==> config.mk <==
export PLATFORM = sky130hd
export DESIGN_NAME = pwm_buffered_period
export DESIGN_NICKNAME = d
export VERILOG_FILES = /design/src/rtl/pwm_cnt_pkg.sv /design/src/rtl/pwm_load_buffer.sv /design/src/rtl/pwm_count_core.sv /design/src/rtl/pwm_buffered_period.sv
export SDC_FILE = /design/constraint.sdc
export NUM_CORES = 1
export LEC_CHECK = 0
export CAP_MARGIN = 10
export CORE_ASPECT_RATIO = 1.2
export CORE_MARGIN = 1.5
export CORE_UTILIZATION = 54
export DETAILED_ROUTE_END_ITERATION = 8
export HOLD_SLACK_MARGIN = 0.12
export PLACE_DENSITY = 0.9
export SLEW_MARGIN = 20
export SYNTH_ARGS = -nofsm -noshare
export SYNTH_HDL_FRONTEND = slang
export SYNTH_SLANG_ARGS = --single-unit
==> constraint.sdc <==
create_clock -name clk -period 6.8 [get_ports clk]
set_input_delay 1.36 -clock clk [delete_from_list [all_inputs] [get_ports clk]]
set_output_delay 1.36 -clock clk [all_outputs]
set_load 0.02 [all_outputs]
==> src/rtl/pwm_cnt_pkg.sv <==
package pwm_cnt_pkg;

   // Byte address of the load register for a given generator slot.
   function automatic logic [11:0] slot_addr(input logic [11:0] base,
                                             input logic [11:0] stride,
                                             input int unsigned slot);
      return base + stride * slot[11:0];
   endfunction

   typedef enum logic {
      UPD_IMMEDIATE = 1'b0,
      UPD_SYNC      = 1'b1
   } upd_mode_e;

endpackage

==> src/rtl/pwm_load_buffer.sv <==
module pwm_load_buffer #(
   parameter int unsigned CNT_W     = 16,
   parameter int unsigned REG_W     = 32,
   parameter int unsigned ADDR_W    = 12,
   parameter logic [11:0] LOAD_ADDR = 12'h050
) (
   input  logic              clk,
   input  logic              rst_n,
   input  logic              wr_en,
   input  logic [ADDR_W-1:0] wr_addr,
   input  logic [CNT_W-1:0]  wr_data,
   input  logic              sync_mode,
   input  logic              sync_req,
   input  logic              zero_evt,
   output logic [CNT_W-1:0]  reload_val,
   output logic [CNT_W-1:0]  active_val,
   output logic [REG_W-1:0]  rd_data
);
   import pwm_cnt_pkg::*;

   localparam int unsigned PAD_W = REG_W - CNT_W;

   logic [CNT_W-1:0] pend_q, act_q;
   logic             pend_vld_q, sync_lat_q;
   logic             wr_hit, apply;
   upd_mode_e        upd_mode;

   assign upd_mode = upd_mode_e'(sync_mode);
   assign wr_hit   = wr_en && (wr_addr == LOAD_ADDR[ADDR_W-1:0]);
   assign apply    = zero_evt && pend_vld_q &&
                     ((upd_mode == UPD_IMMEDIATE) || sync_lat_q);

   assign reload_val = apply ? pend_q : act_q;
   assign active_val = act_q;
   assign rd_data    = {{PAD_W{1'b0}}, pend_q};

   always_ff @(posedge clk) begin
      if (!rst_n) begin
         pend_q     <= '0;
         act_q      <= '0;
         pend_vld_q <= 1'b0;
         sync_lat_q <= 1'b0;
      end else begin
         if (wr_hit)
            pend_q <= wr_data;
         if (apply)
            act_q <= pend_q;
         if (wr_hit)
            pend_vld_q <= 1'b1;
         else if (apply)
            pend_vld_q <= 1'b0;
         if (sync_req && (pend_vld_q || wr_hit))
            sync_lat_q <= 1'b1;
         else if (zero_evt)
            sync_lat_q <= 1'b0;
      end
   end

   // the active period moves only on a zero clock
   p_active_at_zero_r6 : assert property (@(posedge clk) disable iff (!rst_n)
      !zero_evt |=> $stable(act_q));

   // in synchronous mode with no held request, the active period holds
   p_sync_hold_r7 : assert property (@(posedge clk) disable iff (!rst_n)
      (sync_mode && !sync_lat_q) |=> $stable(act_q));

   // reserved read-back bits stay zero
   p_rsvd_zero_r2 : assert property (@(posedge clk) disable iff (!rst_n)
      rd_data[REG_W-1:CNT_W] == '0);

endmodule

==> src/rtl/pwm_count_core.sv <==
module pwm_count_core #(
   parameter int unsigned CNT_W     = 16,
   parameter bit          UPDOWN_EN = 1'b1
) (
   input  logic             clk,
   input  logic             rst_n,
   input  logic             enable,
   input  logic             mode_updown,
   input  logic [CNT_W-1:0] reload_val,
   input  logic [CNT_W-1:0] active_val,
   output logic [CNT_W-1:0] count,
   output logic             zero_evt,
   output logic             peak_hit
);
   localparam logic [CNT_W-1:0] ONE = {{(CNT_W-1){1'b0}}, 1'b1};

   logic [CNT_W-1:0] cnt_q, cnt_d;
   logic             up_q, up_d;
   logic             at_zero;

   assign at_zero  = (cnt_q == '0);
   assign zero_evt = enable && at_zero;
   assign count    = cnt_q;

   generate
      if (UPDOWN_EN) begin : g_updown
         always_comb begin
            cnt_d = cnt_q;
            up_d  = up_q;
            if (enable) begin
               if (!mode_updown) begin
                  cnt_d = at_zero ? reload_val : cnt_q - ONE;
               end else if (at_zero) begin
                  cnt_d = (reload_val == '0) ? '0 : ONE;
                  up_d  = 1'b1;
               end else if (up_q && (cnt_q < active_val)) begin
                  cnt_d = cnt_q + ONE;
               end else begin
                  cnt_d = cnt_q - ONE;
                  up_d  = 1'b0;
               end
            end
         end
         assign peak_hit = enable && mode_updown && (active_val != '0) &&
                           (cnt_q == active_val);
      end else begin : g_down_only
         always_comb begin
            cnt_d = cnt_q;
            up_d  = 1'b0;
            if (enable)
               cnt_d = at_zero ? reload_val : cnt_q - ONE;
         end
         assign peak_hit = 1'b0 & mode_updown & active_val[0];
      end
   endgenerate

   always_ff @(posedge clk) begin
      if (!rst_n) begin
         cnt_q <= '0;
         up_q  <= 1'b1;
      end else begin
         cnt_q <= cnt_d;
         up_q  <= up_d;
      end
   end

   // a disabled counter holds
   p_freeze_r10 : assert property (@(posedge clk) disable iff (!rst_n)
      !enable |=> $stable(cnt_q));

   // count-down mode steps by one away from zero
   p_down_step_r3 : assert property (@(posedge clk) disable iff (!rst_n)
      (enable && !mode_updown && !at_zero) |=> (cnt_q == $past(cnt_q) - ONE));

endmodule

==> src/rtl/pwm_buffered_period.sv <==
module pwm_buffered_period #(
   parameter int unsigned CNT_W     = 16,
   parameter int unsigned REG_W     = 32,
   parameter int unsigned ADDR_W    = 12,
   parameter int unsigned NUM_SLOTS = 3,
   parameter int unsigned SLOT      = 0,
   parameter logic [11:0] BASE_ADDR = 12'h050,
   parameter logic [11:0] STRIDE    = 12'h040,
   parameter bit          UPDOWN_EN = 1'b1
) (
   input  logic              clk,
   input  logic              rst_n,
   input  logic              enable,
   input  logic              mode_updown,
   input  logic              sync_mode,
   input  logic              sync_req,
   input  logic              wr_en,
   input  logic [ADDR_W-1:0] wr_addr,
   input  logic [CNT_W-1:0]  wr_data,
   output logic [CNT_W-1:0]  count,
   output logic              zero_pulse,
   output logic              load_pulse,
   output logic [REG_W-1:0]  rd_data
);
   import pwm_cnt_pkg::*;

   localparam logic [11:0] LOAD_ADDR = slot_addr(BASE_ADDR, STRIDE, SLOT);

   generate
      if (CNT_W < 2 || CNT_W > REG_W) begin : g_bad_width
         $error("CNT_W must lie between 2 and REG_W");
      end
      if (SLOT >= NUM_SLOTS) begin : g_bad_slot
         $error("SLOT must be below NUM_SLOTS");
      end
      if (ADDR_W > 12) begin : g_bad_addr
         $error("ADDR_W is limited to 12 bits");
      end
   endgenerate

   logic [CNT_W-1:0] reload_val, active_val;
   logic             zero_evt, peak_hit;

   pwm_load_buffer #(
      .CNT_W    (CNT_W),
      .REG_W    (REG_W),
      .ADDR_W   (ADDR_W),
      .LOAD_ADDR(LOAD_ADDR)
   ) u_buf (
      .clk       (clk),
      .rst_n     (rst_n),
      .wr_en     (wr_en),
      .wr_addr   (wr_addr),
      .wr_data   (wr_data),
      .sync_mode (sync_mode),
      .sync_req  (sync_req),
      .zero_evt  (zero_evt),
      .reload_val(reload_val),
      .active_val(active_val),
      .rd_data   (rd_data)
   );

   pwm_count_core #(
      .CNT_W    (CNT_W),
      .UPDOWN_EN(UPDOWN_EN)
   ) u_core (
      .clk        (clk),
      .rst_n      (rst_n),
      .enable     (enable),
      .mode_updown(mode_updown),
      .reload_val (reload_val),
      .active_val (active_val),
      .count      (count),
      .zero_evt   (zero_evt),
      .peak_hit   (peak_hit)
   );

   assign zero_pulse = zero_evt;
   assign load_pulse = peak_hit;

   // the counter never runs past the active period
   p_bound_r11 : assert property (@(posedge clk) disable iff (!rst_n)
      count <= active_val);

   // a zero period pins the counter at zero
   p_zero_period_r9 : assert property (@(posedge clk) disable iff (!rst_n)
      (active_val == '0 && reload_val == '0 && enable) |=> (count == '0));

endmodule

==> flow_summary.yaml <==
placement:
  gp_congestion: 0.9506
  port_buffers: 68
  dp_slack_ns: 2.232
  hpwl_microns: 6735
  post_dp_cell_area_sq_um: 3998
sta:
  setup_slack_ns: 2.241
  slew_viol_final: 0
  finalSetupViolations: 0
  holdWs_ns: 0.4862
  hold_viol: 0
  relSlewSlack: 0.3534
  finalCritPeriodShare: 0.6705
  fmax_mhz: 219.3
  period_minus_slack_ns: 4.559
  finClkSkew_ns: 0.009916
  worstMarginPinSlew_ns: 0.9699
  fin_tns_setup_ns: 0
  rsz0062_at_grt: "no"
synthesis:
  yosys.area.top_type: "dfxtp_1"
  ys_ff_latch: 51
  netlist_instances: 431
  syn-cell-area_sq_um: 3382
  synth_edf_count: 0
  synthArstFlopShare: 0
  ys_top_cells_by_area: "dfxtp_1, mux2i_1, ha_1"
  ys.flop_type: "dfxtp_1"
  yosysTopAreaCellShare: 0.3019
  ys_types: 58
  yosysSeqAreaShare: 0.3019
  yosysWarnings: 0
  postSynthAreaPerCell_sq_um: 7.847
critical_path:
  cp.required_ns: 5.44
  critPathLaunchType: "input port"
  r2r_cells: 10
  cp.arrival_ns: 3.20
  crit_type: "input port to output port"
  r2r_end: "u_core.count[15]"
  cp_max_fo: 18
  r2r-start: "u_core.count[9]"
  end_kind: "output port"
  rrSetupSlack_ns: 3.62
worst_hold_path:
  min_path_cells: 2
  hold_class: "flip-flop to flip-flop"
  whs_endpoint: "u_buf.sync_lat_q"
  hold_start: "u_buf.sync_lat_q"
cells_and_area:
  layout_common_cells: "clkdlybuf4s50_1, nand2_1, dfxtp_1, a21oi_1, nor2_1"
  synthToLayoutAreaGrowth_pct: 21.05
  fillers: 512
  postLayoutCellArea_sq_um: 4094
  layout_commonest_cell: "clkdlybuf4s50_1"
  antenna_cells: 0
  nNetsFinal: 540
  drive_gt1_frac: 0.04107
route:
  drt-pass1-iter-count: 5
  ant_nets: 0
  vias: 3395
  first_iter_violations: 474
  viasPerCell: 5.967
  route.detailed.drc: 0
  finalWirelength_microns: 9202
  routedWlPerCell_microns: 16.17
floorplanning:
  die_w_microns: 75.25
  coreArea_sq_um: 6051
  row_count: 31
  dieArea_sq_um: 6749
  start_util: 0.5589
  io_pins: 85
  die_h_microns: 89.69
job:
  max-cap-violations: 0
clock_tree:
  cts_sinks: 51
  cts_tree: "built"
  clockBufferDepth: 2
  hold_buffers: 0
  htree_num_levels: 2
  clk_pin_slew_worst_paths_ns: 0.10
  cts_root_buffer: "clkbuf_8"
  worstSkewPairLatency_ns: 0.32
  ctsResizeCount: 0
  cts_setup_buffers: 0
  cts_made_buffers: 5
power:
  p_leak_nw: 1.667
  intPower_mw: 0.8376
  p_switching_mw: 0.7694
  ir_worst_vdd_v: 0.0002468
  comb_power_share: 0.610
  pwr-share-clk: 0.120
  powerDensity_nw_per_um2: 392.5
  p_seq_frac: 0.270
  p_sw_frac: 0.4788
global_route:
  use_met1: 0.3741
  overflow: 0
  grt-busiest-layer: "met2"
  antenna_found_initial: 0
  grt_pass1_wl_microns: 15120
  met3_usage: 0.04353
  first_global_vias: 3117
  track_usage: 0.2909
  gr-usage-met2: 0.4867
  grt_start_max_net_pins: 41
outcome:
  status: "finished, final reports clean"
[cells by family after synthesis]
family / after synthesis / share of synthesized area
AO/OA/AOI/OAI: 84 / 0.1524
adder cells (fa/ha/maj): 19 / 0.07029
other: 1 / 0.001109
XOR/XNOR: 3 / 0.007771
flip-flops: 51 / 0.3019
multiplexers: 30 / 0.08953
buffers and inverters: 66 / 0.1051
AND/OR/NAND/NOR: 177 / 0.2719
[cell usage after synthesis, drive strengths merged (2+ instances only)]
| cell type | instances |
|---|---|
| a21oi | 38 |
| a31oi | 6 |
| a32oi | 2 |
| and2 | 2 |
| and3 | 5 |
| buf | 27 |
| clkbuf | 11 |
| dfxtp | 51 |
| ha | 19 |
| inv | 26 |
| mux2 | 2 |
| mux2i | 28 |
| nand2 | 56 |
| nand2b | 4 |
| nand3 | 10 |
| nand3b | 2 |
| nand4 | 8 |
| nor2 | 37 |
| nor2b | 2 |
| nor3 | 11 |
| nor3b | 3 |
| nor4 | 16 |
| nor4b | 2 |
| o211ai | 4 |
| o21a | 5 |
| o21ai | 14 |
| o22ai | 3 |
| o2bb2ai | 2 |
| or2 | 3 |
| or3 | 3 |
| or4 | 9 |
| xnor2 | 3 |
[flip-flops by register name, summed over array words and instances, names as in the netlist]
name              flops
u_buf.active_val     16
u_buf.pend_q         16
u_buf.sync_lat_q      1
u_buf.pend_vld_q      1
u_core.up_q           1
u_core.count         16
[layout make-up]
| class | count | area (sq um) | area share |
|---|---|---|---|
| inverter | 27 | 101.3 | 0.02476 |
| multi-input combinational | 329 | 2062 | 0.5037 |
| sequential | 51 | 1021 | 0.2494 |
| clock inverter | 3 | 27.53 | 0.006724 |
| tap | 82 | 102.6 | 0.02506 |
| clock buffer | 5 | 68.82 | 0.01681 |
| timing repair buffer | 72 | 710.7 | 0.1736 |
[per-stage QoR]
step / instances / total power [mW] / utilization
4_1_cts: 569 / 1.584 / 0.6766
2_1_floorplan: 446 / 1.152 / -
3_5_place_dp: 561 / 1.387 / 0.6607
3_3_place_gp: 561 / 1.366 / 0.6607
6_report: 569 / 1.607 / 0.6766
5_1_grt: 569 / 1.727 / 0.6766
[how the worst max path moves through the flow]
stage / start / slack, ns / depth (start not counted) / end
floorplan: mode_updown / 3.11 / 3 / load_pulse
global placement: enable / 2.29 / 5 / load_pulse
detailed placement: enable / 2.23 / 5 / load_pulse
CTS: enable / 2.23 / 5 / load_pulse
global route: u_core.count[6] / 2.11 / 6 / zero_pulse
finish: enable / 2.24 / 5 / load_pulse
[power by group through the flow]
stage	registers (mW)	clock network (mW)	logic, mW
after CTS	0.430	0.192	0.962
final	0.434	0.193	0.981
after global placement	0.435	0	0.931
after detailed placement	0.437	0	0.950
after global routing	0.442	0.207	1.08
after floorplan	0.429	0	0.723
[routing by layer]
| layer | up-vias | wire length, microns |
|---|---|---|
| met4 | 0 | 299 |
| met5 | - | 0 |
| met3 | 28 | 673 |
| met1 | 1572 | 3813 |
| met2 | 182 | 4415 |
| li1 | 1613 | - |
[critical path, stage by stage]
cell and delay [ns]:
clkdlybuf4s50_1 0.46, buf_4 0.24, nand2_1 0.14, nor4_1 0.33
clkdlybuf4s50_1 0.66
(Power assumes the default switching activity.)
